`src/rtl/pic_pkg.sv`:
```
// Package: shared types and sizes for the priority interrupt controller.
// Assumes an 8-bit register port and eight request lines.
package pic_pkg;
    localparam int unsigned NUM_IRQ = 8;
    localparam int unsigned IDX_W   = $clog2(NUM_IRQ);

    // Setup sequencer state: normal operation or waiting for a setup word.
    typedef enum logic [1:0] {
        SEQ_RUN = 2'd0,
        SEQ_W2  = 2'd1,
        SEQ_W3  = 2'd2,
        SEQ_W4  = 2'd3
    } seq_e;
endpackage

```
`src/rtl/pic_first_set.sv`:
```
// Module: finds the lowest-numbered set bit of a vector.
// Assumes nothing about the input; idx is zero when found is low.
module pic_first_set #(
    parameter int unsigned N  = 8,
    localparam int unsigned IW = (N > 1) ? $clog2(N) : 1
) (
    input  logic [N-1:0]  vec,
    output logic          found,
    output logic [IW-1:0] idx
);
    // Scan from the top down so the lowest set bit wins.
    always_comb begin
        found = 1'b0;
        idx   = '0;
        for (int i = N - 1; i >= 0; i--) begin
            if (vec[i]) begin
                found = 1'b1;
                idx   = IW'(i);
            end
        end
    end
endmodule

```
`src/rtl/pic_init_seq.sv`:
```
// Module: decodes register writes and holds the setup state. It holds the
// sequencer, vector base, capture mode, auto-EOI flag, read select and mask.
// Assumes writes are single-cycle strobes and addr is stable with wr_en.
module pic_init_seq
    import pic_pkg::*;
#(
    parameter int unsigned DW = 8
) (
    input  logic          clk,
    input  logic          rst_n,
    input  logic          wr_en,
    input  logic          addr,
    input  logic [DW-1:0] wdata,
    output logic [DW-1:0] mask,
    output logic [DW-1:0] vec_base,
    output logic          level_mode,
    output logic          auto_eoi,
    output logic          read_isr,
    output logic          init_stb,
    output logic          eoi_stb
);
    seq_e state;
    logic single_f, need_w4_f;
    logic cmd_wr, data_wr, sel_stb;

    // Decode the command-address write kinds.
    always_comb begin
        cmd_wr   = wr_en && !addr;
        data_wr  = wr_en && addr;
        init_stb = cmd_wr && wdata[4];
        eoi_stb  = cmd_wr && !wdata[4] && !wdata[3];
        sel_stb  = cmd_wr && !wdata[4] && wdata[3];
    end

    // Step the setup sequencer and update the configuration registers.
    always_ff @(posedge clk) begin
        if (!rst_n) begin
            state      <= SEQ_RUN;
            mask       <= '1;
            vec_base   <= '0;
            level_mode <= 1'b0;
            auto_eoi   <= 1'b0;
            read_isr   <= 1'b1;
            single_f   <= 1'b0;
            need_w4_f  <= 1'b0;
        end else if (init_stb) begin
            state      <= SEQ_W2;
            mask       <= '0;
            auto_eoi   <= 1'b0;
            level_mode <= wdata[3];
            single_f   <= wdata[1];
            need_w4_f  <= wdata[0];
        end else if (sel_stb) begin
            if (wdata[1]) read_isr <= wdata[0];
        end else if (data_wr) begin
            unique case (state)
                SEQ_RUN: mask <= wdata;
                SEQ_W2: begin
                    vec_base <= wdata & ~DW'(7);
                    state    <= single_f ? SEQ_W4 : SEQ_W3;
                end
                SEQ_W3:  state <= need_w4_f ? SEQ_W4 : SEQ_RUN;
                SEQ_W4: begin
                    auto_eoi <= wdata[1];
                    state    <= SEQ_RUN;
                end
            endcase
        end
    end

    p_init_enters_w2_r2: assert property (@(posedge clk) disable iff (!rst_n)
        init_stb |=> state == SEQ_W2);
    p_init_clears_mask_r2: assert property (@(posedge clk) disable iff (!rst_n)
        init_stb |=> mask == '0);
    p_mask_load_r5: assert property (@(posedge clk) disable iff (!rst_n)
        (data_wr && !init_stb && !sel_stb && state == SEQ_RUN) |=> mask == $past(wdata));
    p_base_aligned_r3: assert property (@(posedge clk) disable iff (!rst_n)
        vec_base[2:0] == 3'b000);
endmodule

```
`src/rtl/prio_irq_ctrl.sv`:
```
// Module: eight-line priority interrupt controller top. It holds the pending
// and in-service registers and does arbitration, acknowledge and EOI.
// Assumes ack and wr_en are never asserted together and that irq_in is
// synchronous to clk.
module prio_irq_ctrl
    import pic_pkg::*;
#(
    parameter int unsigned N  = NUM_IRQ,
    localparam int unsigned IW = $clog2(N)
) (
    input  logic         clk,
    input  logic         rst_n,
    input  logic         wr_en,
    input  logic         addr,
    input  logic [N-1:0] wdata,
    output logic [N-1:0] rdata,
    input  logic [N-1:0] irq_in,
    output logic         int_out,
    input  logic         ack,
    output logic [N-1:0] vector
);
    logic [N-1:0]  mask, vec_base, pend, isr, irq_prev;
    logic [N-1:0]  pend_n, isr_n, blk, cand, rise;
    logic          level_mode, auto_eoi, read_isr, init_stb, eoi_stb;
    logic          isr_any, cand_any, eoi_ok;
    logic [IW-1:0] isr_idx, cand_idx, eoi_idx;

    pic_init_seq #(.DW(N)) u_seq (
        .clk(clk), .rst_n(rst_n), .wr_en(wr_en), .addr(addr), .wdata(wdata),
        .mask(mask), .vec_base(vec_base), .level_mode(level_mode),
        .auto_eoi(auto_eoi), .read_isr(read_isr),
        .init_stb(init_stb), .eoi_stb(eoi_stb)
    );

    pic_first_set #(.N(N)) u_isr_low  (.vec(isr),  .found(isr_any),  .idx(isr_idx));
    pic_first_set #(.N(N)) u_cand_low (.vec(cand), .found(cand_any), .idx(cand_idx));

    // Build the priority barrier and the qualified request set.
    always_comb begin
        blk     = isr_any ? ({N{1'b1}} << isr_idx) : '0;
        cand    = pend & ~mask & ~blk;
        int_out = cand_any;
        vector  = cand_any ? (vec_base | N'(cand_idx)) : '1;
        rdata   = addr ? mask : (read_isr ? isr : pend);
    end

    // Choose the in-service bit that an EOI command retires.
    always_comb begin
        if (wdata[7:5] == 3'b011) begin
            eoi_idx = wdata[IW-1:0];
            eoi_ok  = 1'b1;
        end else begin
            eoi_idx = isr_idx;
            eoi_ok  = isr_any;
        end
    end

    // Compute the next pending and in-service values.
    always_comb begin
        rise   = irq_in & ~irq_prev;
        pend_n = pend | rise;
        if (level_mode) pend_n = pend_n & irq_in;
        isr_n  = isr;
        if (init_stb) begin
            isr_n = '0;
        end else if (eoi_stb && eoi_ok) begin
            isr_n[eoi_idx] = 1'b0;
            if (level_mode && irq_in[eoi_idx]) pend_n[eoi_idx] = 1'b1;
        end
        if (ack && cand_any) begin
            pend_n[cand_idx] = 1'b0;
            if (auto_eoi) begin
                if (level_mode && irq_in[cand_idx]) pend_n[cand_idx] = 1'b1;
            end else begin
                isr_n[cand_idx] = 1'b1;
            end
        end
    end

    // Register the request history, pending and in-service state.
    always_ff @(posedge clk) begin
        if (!rst_n) begin
            pend     <= '0;
            isr      <= '0;
            irq_prev <= '0;
        end else begin
            pend     <= pend_n;
            isr      <= isr_n;
            irq_prev <= irq_in;
        end
    end

    p_pend_source_r7: assert property (@(posedge clk) disable iff (!rst_n)
        ((pend & ~$past(pend)) & ~$past(irq_in)) == '0);
    p_int_needs_unmasked_r9: assert property (@(posedge clk) disable iff (!rst_n)
        int_out |-> (pend & ~mask) != '0);
    p_empty_ack_ff_r10: assert property (@(posedge clk) disable iff (!rst_n)
        (ack && !int_out) |-> vector == '1);
    p_ack_sets_isr_r10: assert property (@(posedge clk) disable iff (!rst_n)
        (ack && int_out && !auto_eoi && !wr_en) |=> isr != '0);
    p_auto_keeps_isr_r13: assert property (@(posedge clk) disable iff (!rst_n)
        (ack && auto_eoi && !wr_en) |=> (isr & ~$past(isr)) == '0);
endmodule

```
`config.mk`:
```
export PLATFORM = sky130hd
export DESIGN_NAME = prio_irq_ctrl
export DESIGN_NICKNAME = d
export VERILOG_FILES = /design/src/rtl/pic_pkg.sv /design/src/rtl/pic_first_set.sv /design/src/rtl/pic_init_seq.sv /design/src/rtl/prio_irq_ctrl.sv
export SDC_FILE = /design/constraint.sdc
export NUM_CORES = 1
export LEC_CHECK = 0
export ABC_AREA = 0
export BUFFER_PORTS_ARGS = -buffer_cell sky130_fd_sc_hd__buf_4
export CELL_PAD_IN_SITES_DETAIL_PLACEMENT = 0
export CELL_PAD_IN_SITES_GLOBAL_PLACEMENT = 1
export CORE_MARGIN = 2
export CORE_UTILIZATION = 32
export DETAILED_ROUTE_END_ITERATION = 10
export PLACE_DENSITY = 0.72
export SYNTH_ARGS = -nofsm -noshare
export SYNTH_HDL_FRONTEND = slang
export SYNTH_SLANG_ARGS = --single-unit
```
`constraint.sdc`:
```
create_clock -name clk -period 4.33 [get_ports clk]
set_clock_uncertainty 0.15 [all_clocks]
set_input_delay 0.433 -clock clk [delete_from_list [all_inputs] [get_ports clk]]
set_output_delay 0.433 -clock clk [all_outputs]
set_load 0.03 [all_outputs]
```
==> results by group <==
Outcome
  • Status: completed

Yosys
  • Syn Nets: between 300 and 400
  • Avg Inst Size Synth: ~8.3 µm²
  • Syn Inst Count: 327
  • EDFF count, synth: 0
  • Synth Warn #: 0
  • Ys flop type: dfxtp_1
  • Yosys cell types: 60
  • Netlist Area Pre-Place: around 0.0027 mm²
  • FF+latch count, synth: 44
  • Sequential area share after synthesis: 32.6%
  • Most frequent cell after synthesis: dfxtp_1
  • Area leader, netlist: dfxtp_1
  • Area share of the largest cell type after synthesis: roughly 33%
  • Synth async-reset ratio: 0%
  • Synth top cells by count: dfxtp_1, nand2_1, nor2_1
  • Synth area leaders: dfxtp_1, mux2i_1, nand2_1

Power and ir drop
  • Worst vdd ir: ~0.00014 V
  • Sw Ratio: between 30% and 40%
  • Reg power frac: a little over two fifths
  • Clock Power Share: 26.5%
  • Comb pwr share: between 20% and 30%
  • P_leak: around 0.0013 µW
  • Pint: approximately 670 µW
  • PD cells: ~330 mW/mm²
  • Switch Pwr: around 370 µW

Worst setup path
  • Slowest-stage cell, CP: dfxtp_1
  • Critical path's top delay family: flip-flops
  • Bufs and invs on worst path: 2
  • Critical path endpoint category: primary output
  • Worst-path maximum fanout: 10
  • CP required: ~3800 ps
  • CP cell instances: nor4b_2 > a211oi_2 > o21ai_0 > nor2_1 > inv_1 > nand2b_1 > buf_4
  • Crit path largest cell delay: 620 ps
  • Critical Path AT: around 2500 ps
  • Setup Crit Path Kind: reg -> out
  • CP Launch Type: flip-flop

STA
  • Worst-Margin Slew: about 940 ps
  • Crit path time final: about 3100 ps
  • Max-slew headroom: a little under two fifths
  • Max Clk Rate: about 0.33 GHz
  • Fin Setup TNS: 0 ps
  • RSZ-0062 raised after global routing: false
  • Max-slew violation count: 0
  • Final worst path period share: about 71%
  • Final Setup Violations: 0
  • Fin. Hold Viols: 0

Route
  • Routed Antenna Nets: 0
  • Wire per inst: 18.8 µm
  • Final wirelength: roughly 8800 µm
  • DRC: 0
  • Vias per inst: between 5 and 6
  • DR pass1 iterations: 4
  • DRT iter0 DRCs: around 210
  • Vias: approximately 2,700

Layout
  • Multi-input gate area: approximately 0.0017 mm²
  • Final instance area: ~0.0032 mm²
  • Layout cells sized above 1: between 10% and 20%
  • Synthesis-to-layout area growth: 16.7%
  • # nets final: between 300 and 400
  • Register Area: just under 900 µm²
  • Ant. Diodes: 0
  • Filler Cell Count: 860

Clocking
  • CTS root buffer: clkbuf_8
  • Post-cts resize count: 0
  • CTS tree: done
  • Postcts setup bufs: 0
  • Clock tree buffer depth: 2
  • # clock sinks: 44
  • Clock transition at the registers of the reported paths: ~90 ps
  • H-tree levels: 2
  • Num CTS Buffers: 5
  • # hold bufs at CTS: 0
  • Clk Latency, worst-skew pair: about 310 ps

Global routing
  • Pin count of the biggest net entering global routing: 25
  • Vias in the first global route: 2,672
  • Initial antenna violation count: 0
  • GRT Total Usage: about 21%
  • First-pass GRT wire length: about 14,000 µm
  • Total congestion overflow: 0

Die
  • Die height: ~96 µm
  • Core ar.: just over 0.008 mm²
  • FP Rows: 33
  • IO Count: 38
  • Die area: ~0.009 mm²
  • Initial core utilization: between 30% and 40%
  • Die width: between 90 and 100 µm

Place
  • DP HPWL: around 6700 µm
  • Gpl congestion: just under 1
  • Buffers added on ports: 37
  • Post-placement cell area: a little over 0.003 mm²

Job
  • Max-Cap Viols: 0

Worst hold path
  • Hold crit path type: in -> reg
## logic make-up after synthesis
group	share of synthesized area (%)
AOI/OAI and AO/OA	26.9
and+or+nand+nor	28.9
muxes	7.78
buffers and inverters	3.84
DFF	32.6
## layer usage
layer,vias to the layer above,global-route usage [%],wire (µm)
met1,1288,29.1,4150
met2,88,31.2,3950
met4,0,7.62,184
met3,11,3.45,492
met5,-,0,0
li1,1289,-,-
## area by class of cell
cell class	count	area share [%]
Sequential cell	44	27.9
Multi-Input combinational cell	258	54.5
Tap cell	105	4.17
Inverter	13	1.55
Timing Repair Buffer	38	9.04
Clock buffer	8	2.86
## state kept, by name (all words and copies together) (netlist names)
register	cells
irq_prev	8
isr	8
pend	8
u_seq.mask	8
u_seq.vec_base	5
u_seq.state	2
u_seq.auto_eoi	1
u_seq.level_mode	1
u_seq.need_w4_f	1
u_seq.read_isr	1
u_seq.single_f	1
## power groups by stage
stage / Combinational, µW / Clock [µW] / Sequential (µW)
6_report: 312 / 277 / 456
5_1_grt: 337 / 292 / 458
4_1_cts: 309 / 281 / 455
3_5_place_dp: 309 / 0 / 464
3_3_place_gp: 310 / 0 / 465
2_1_floorplan: 207 / 0 / 448
## metrics by stage
step / hold slack, ps / util, % / worst slack [ps] / power, µW / std cells
after CTS: 206 / 38.4 / 1280 / 1040 / 466
after detailed placement: 302 / 37.3 / 1570 / 773 / 458
after global routing: 211 / 38.4 / 996 / 1090 / 466
after floorplan: 282 / - / 1790 / 655 / 327
after global placement: 307 / 37.3 / 1430 / 775 / 458
final: 208 / 38.4 / 1270 / 1040 / 466
## cells in the final DEF (no fill, tap or decap), types with 3 or more instances in the layout
cell type,netlist,final
nor4_1,3,3
clkbuf_8,0,6
inv_1,11,11
dfxtp_1,44,44
nand2_1,32,32
a31oi_1,5,5
nor2b_1,8,8
nand3_1,13,13
o21ai_0,23,23
o311ai_0,4,4
buf_4,0,38
nand4_1,4,4
nand3b_1,3,3
a21oi_1,22,22
o31ai_1,4,4
a221o_1,7,7
and2_1,10,10
o211ai_1,4,4
nand2b_1,10,10
o22ai_1,4,4
nor3_1,10,10
nor2_1,27,27
mux2i_1,21,21
## final timing paths
check,startpoint,to,slack [ps],cells past startpoint
setup / recovery,isr[0]$_SDFF_PN0_,vector[4],1270,7
hold / removal,irq_in[0],irq_prev[0]$_SDFF_PN0_,210,2
setup reg to reg,isr[1]$_SDFF_PN0_,pend[6]$_SDFF_PN0_,1480,7
hold reg to reg,u_seq.single_f$_SDFFE_PN0P_,u_seq.single_f$_SDFFE_PN0P_,320,2
Power figures use the tool's default switching activity.
